[src/rtl/wr_stream_mode.sv]
module wr_stream_mode #(
  parameter int AW         = 16,
  parameter int SW         = 6,
  parameter int LINE_BYTES = 16,
  parameter int CO_LINES   = 2,
  parameter int NA_LINES   = 4,
  parameter int DELAY      = 2,
  parameter int DEPTH      = 4
) (
  input  logic          clk,
  input  logic          rst_n,
  input  logic          flush_i,
  input  logic          wr_valid_i,
  input  logic [AW-1:0] wr_addr_i,
  input  logic [SW-1:0] wr_size_i,
  input  logic          dly_query_i,
  input  logic [AW-1:0] dly_line_i,
  input  logic          dly_clear_i,
  input  logic [AW-1:0] dly_clear_line_i,
  output logic          dly_hold_o,
  output logic          coalesce_o,
  output logic          allocate_o
);
  localparam int CO_BYTES = CO_LINES * LINE_BYTES;
  localparam int NA_BYTES = NA_LINES * LINE_BYTES;
  localparam int CW       = $clog2(NA_BYTES + (1 << SW)) + 1;
  localparam int DW       = $clog2(DELAY + 1) + 1;
  localparam int PW       = (DEPTH > 1) ? $clog2(DEPTH) : 1;

  typedef enum logic [1:0] {M_ALLOC, M_MERGE, M_BYPASS} mode_t;

  mode_t         mode_q;
  logic [CW-1:0] count_q;
  logic [AW-1:0] next_q;

  wire           match = (wr_addr_i == next_q);
  wire  [CW-1:0] sum   = count_q + CW'(wr_size_i);

  always_ff @(posedge clk or negedge rst_n) begin
    if (!rst_n) begin
      mode_q  <= M_ALLOC;
      count_q <= '0;
      next_q  <= '0;
    end else if (flush_i) begin
      mode_q  <= M_ALLOC;
      count_q <= '0;
      next_q  <= '0;
    end else if (wr_valid_i) begin
      next_q <= wr_addr_i + AW'(wr_size_i);
      if (!match) begin
        mode_q  <= M_ALLOC;
        count_q <= CW'(wr_size_i);
      end else if (mode_q != M_BYPASS) begin
        count_q <= sum;
        if (sum > CW'(NA_BYTES))      mode_q <= M_BYPASS;
        else if (sum > CW'(CO_BYTES)) mode_q <= M_MERGE;
      end
    end
  end

  assign coalesce_o = (mode_q != M_ALLOC);
  assign allocate_o = (mode_q != M_BYPASS);

  logic [DEPTH-1:0] v_q, v_d;
  logic [AW-1:0]    ln_q [DEPTH];
  logic [AW-1:0]    ln_d [DEPTH];
  logic [DW-1:0]    ct_q [DEPTH];
  logic [DW-1:0]    ct_d [DEPTH];
  logic [PW-1:0]    ptr_q, ptr_d;
  logic             hit;
  logic [PW-1:0]    hidx;

  always_comb begin
    hit  = 1'b0;
    hidx = '0;
    for (int i = 0; i < DEPTH; i++)
      if (v_q[i] && ln_q[i] == dly_line_i) begin
        hit  = 1'b1;
        hidx = PW'(i);
      end
  end

  assign dly_hold_o = dly_query_i && (hit ? (ct_q[hidx] != '0) : (DELAY != 0));

  always_comb begin
    v_d   = v_q;
    ln_d  = ln_q;
    ct_d  = ct_q;
    ptr_d = ptr_q;
    if (dly_query_i) begin
      if (hit) begin
        if (ct_q[hidx] != '0) ct_d[hidx] = ct_q[hidx] - 1'b1;
      end else begin
        v_d[ptr_q]  = 1'b1;
        ln_d[ptr_q] = dly_line_i;
        ct_d[ptr_q] = (DELAY != 0) ? DW'(DELAY - 1) : '0;
        ptr_d       = (ptr_q == PW'(DEPTH - 1)) ? '0 : ptr_q + 1'b1;
      end
    end
    if (dly_clear_i)
      for (int i = 0; i < DEPTH; i++)
        if (v_d[i] && ln_d[i] == dly_clear_line_i) v_d[i] = 1'b0;
  end

  always_ff @(posedge clk or negedge rst_n) begin
    if (!rst_n) begin
      v_q   <= '0;
      ptr_q <= '0;
      for (int i = 0; i < DEPTH; i++) begin
        ln_q[i] <= '0;
        ct_q[i] <= '0;
      end
    end else begin
      v_q   <= v_d;
      ptr_q <= ptr_d;
      ln_q  <= ln_d;
      ct_q  <= ct_d;
    end
  end
endmodule

[config.mk]
export PLATFORM = sky130hd
export DESIGN_NAME = wr_stream_mode
export DESIGN_NICKNAME = d
export VERILOG_FILES = /design/src/rtl/wr_stream_mode.sv
export SDC_FILE = /design/constraint.sdc
export NUM_CORES = 1
export LEC_CHECK = 0
export BUFFER_PORTS_ARGS = -buffer_cell sky130_fd_sc_hd__buf_4
export CAP_MARGIN = 20
export CORE_ASPECT_RATIO = 2
export CORE_MARGIN = 5
export CORE_UTILIZATION = 50
export CTS_CLUSTER_SIZE = 28
export DETAILED_ROUTE_END_ITERATION = 16
export PLACE_DENSITY = 0.73
export SLEW_MARGIN = 5
export SYNTH_ARGS = -nofsm -noshare
export SYNTH_HDL_FRONTEND = slang
export SYNTH_SLANG_ARGS = --single-unit
[constraint.sdc]
create_clock -name clk -period 5.9 [get_ports clk]
set_input_delay 0.295 -clock clk [delete_from_list [all_inputs] [get_ports clk]]
set_output_delay 0.295 -clock clk [all_outputs]
set_load 0.01 [all_outputs]
==> impl_results.md <==
- Synth top area share: 0.3620
- Yosys warns: 0
- Pins over their slew limit: 0
- Via density: 6.047
- Clock slew at reported path FFs: 0.08 ns
- DRT antenna net count: 0
- Critical path's slowest cell: nor4_1
- Antenna cells: 0
- Syn nets: 848
- Initial cell density of the core: 0.5065
- CORE AREA: 14740 um^2
- Placed instance area: 7970 um^2
- Die H: 182.8 um
- Least-Margin Pin Slew: 0.8989 ns
- Clk_lat worst skew: 0.36 ns
- Mapped Area: 7466 um^2
- Post-CTS Setup Repair Bufs: 0
- Critical Path RT: 6.14 ns
- Pleak: 3.642 nW
- Post-Syn Instances: 768
- # fillers: 1344
- Crit. End Element: register
- GR Overflow Total: 0
- Layout cells sized above 1: 0.1935
- Vias in the first global route: 6426
- Total negative slack: 0 ns
- Hold_buf cts: 1
- Post-synth top flop: dfrtp_1
- Initial antenna violation count: 0
- Die area: 17620 um^2
- WS Path Type: register to register
- Dpl hpwl: 17430 um
- Max VDD drop: 0.1836 mV
- Buffers and inverters on the worst path: 0
- Crit path max-delay family: simple AND/OR/NAND/NOR gates
- Status: finished, final reports clean
- Nets: 881
- Avg WL per Cell: 22.11 um
- GRT Resource Usage Total: 0.2622
- Synthesis-stage register bit count: 108
- Pwr Density: 374.4 nW/um^2
- Placer Congestion: 0.9728
- Post-synth ARST share: 1.000
- Row cnt: 63
- CP startpoint kind: register
- Setup violations, final: 0
- Longest Clk Path Bufs: 2
- Slew margin rel.: 0.4008
- Main area contributors after synthesis: dfrtp_1 36%, xnor2_1 9.3%, xor2_1 9.2%
- Crit-path cells: xor2_1 > or4b_1 > nor4_1 > a32oi_1 > and3_1 > nand2_4 > mux2_2 > a22o_1 > o32a_1
- Final worst-path cycle share: 0.6370
- Register area share after synthesis: 0.3620
- IO buf count: 62
- Fmax: 0.2661 GHz
- First-pass GRT wire length: 34360 um
- Routed Wire Length: 22140 um
- Syn Area/Cell: 9.721 um^2
- Number of H-tree levels: 3
- Final Non-Filler Cells: 1001
- CP max FO: 21
- Largest net degree at the start of global routing: 68
- Final instance area: 8280 um^2
- Final Core Density: 0.5618
- Min-delay worst type: input port to register
- Minimum clock period: 3.758 ns
- Final Hold Viols: 0
- Yosys top cell by area: dfrtp_1
- Hold WS: 0.2477 ns
- Inst Count DP: 984
- Most common cell in the netlist: dfrtp_1
- Drt pass-1 iters: 5
- DR DRC count: 0
- PostCTS Resize Cnt: 0
- TritonCTS clock tree: built
- IO Pins: 63
- Max_cap viols: 0
- Slowest cell delay on critical path: 0.62 ns
- CP arrival: 4.00 ns
- Multi-input logic area: 4370 um^2
- Area growth, synth to finish: 10.91%
- Vias: 6053
- Clk root buf: clkbuf_16
- Clock Sink Count: 108
- RSZ-0062 raised after global routing: no
- Register Area: 2703 um^2
- Die Span X: 96.41 um
- Distinct cells, synth: 71
- Post-synth EDFFs: 0
- Final worst clock skew: 0.01088 ns
- Num CTS Buffers: 9
- Initial DRC count: 358
- Synth cell count leaders: 108 x dfrtp_1, 79 x xnor2_1, 78 x xor2_1
## metal layers
layer,vias to the layer above,GRT usage,wire length [um]
li1,2779,-,-
met1,2846,0.2607,7281
met2,280,0.4448,11340
met3,148,0.04803,1192
met4,0,0.2372,2321
met5,-,0,0
## registers in the layout (all words and copies together), names as in the netlist
name,cells
ln_q,64
next_q,16
ct_q,12
count_q,8
v_q,4
mode_q,2
ptr_q,2
## cell type report
| type | instances | area share |
|---|---|---|
| Tap cell | 195 | 0.02947 |
| Sequential cell | 108 | 0.3264 |
| Multi-Input combinational cell | 573 | 0.5278 |
| Timing Repair Buffer | 67 | 0.06105 |
| Clock buffer | 9 | 0.02720 |
| Clock inverter | 7 | 0.009066 |
| Inverter | 42 | 0.01904 |
## through the flow
stage               worst slack, ns  total power, mW
floorplan                     2.758            2.119
CTS                           2.148            3.095
global placement              2.245            2.433
detailed placement            2.082            2.459
finish                        2.142            3.100
global route                  2.024            3.275
## layout by cell type, fill, tap and decap left out, drive strengths merged, types with 6 or more instances in the layout
cell | Yosys | layout
clkbuf | 18 | 9
inv | 42 | 43
o22ai | 9 | 9
a21o | 8 | 8
a211oi | 7 | 7
and3 | 6 | 6
xor2 | 78 | 78
nor2b | 6 | 6
or2 | 6 | 6
nor4 | 18 | 18
xnor2 | 79 | 79
or4 | 6 | 6
o21ai | 26 | 26
nor3 | 12 | 12
mux2i | 14 | 14
mux2 | 60 | 60
nand4 | 26 | 26
nand3 | 20 | 20
a21oi | 21 | 21
nand2 | 38 | 38
buf | 27 | 66
nor2 | 44 | 44
dfrtp | 108 | 108
ha | 18 | 18
## where the power goes
part           internal, mW  switching (mW)  total, mW
registers             0.983           0.257       1.24
clock network         0.332           0.293      0.625
logic                 0.602           0.633       1.24
## worst reg2reg max path, stage by stage (launching register included)
cell,delay (ns)
dfrtp_1,0.42
xor2_1,0.17
or4b_1,0.53
nor4_1,0.62
a32oi_1,0.28
and3_1,0.34
nand2_4,0.29
mux2_2,0.40
a22o_1,0.23
o32a_1,0.36
## final timing paths
kind	from	slack, ns	cells after the start	to
max	ln_q[13]$_DFF_PN0_	2.14	9	v_q[1]$_DFF_PN0_
min	wr_addr_i[14]	0.25	3	next_q[14]$_DFFE_PN0P_
max reg2reg	ln_q[13]$_DFF_PN0_	2.14	9	v_q[1]$_DFF_PN0_
min reg2reg	ct_q[10]$_DFFE_PN0P_	0.49	1	ct_q[10]$_DFFE_PN0P_
max in group asynchronous	rst_n	4.12	3	ln_q[52]$_DFF_PN0_
min in group asynchronous	rst_n	0.47	2	ln_q[10]$_DFF_PN0_
## kinds of logic (layout without fill, tap and decap cells)
kind of cell    Yosys count  in the layout  share of synthesized area
simple gates            209            209                     0.1533
xor+xnor                157            157                     0.1842
compound gates          113            113                     0.1026
flops                   108            108                     0.3620
buf+inv                  87            125                    0.05262
mux                      74             74                     0.1098
fa+ha+maj                20             20                    0.03553
(Power assumes the default switching activity.)
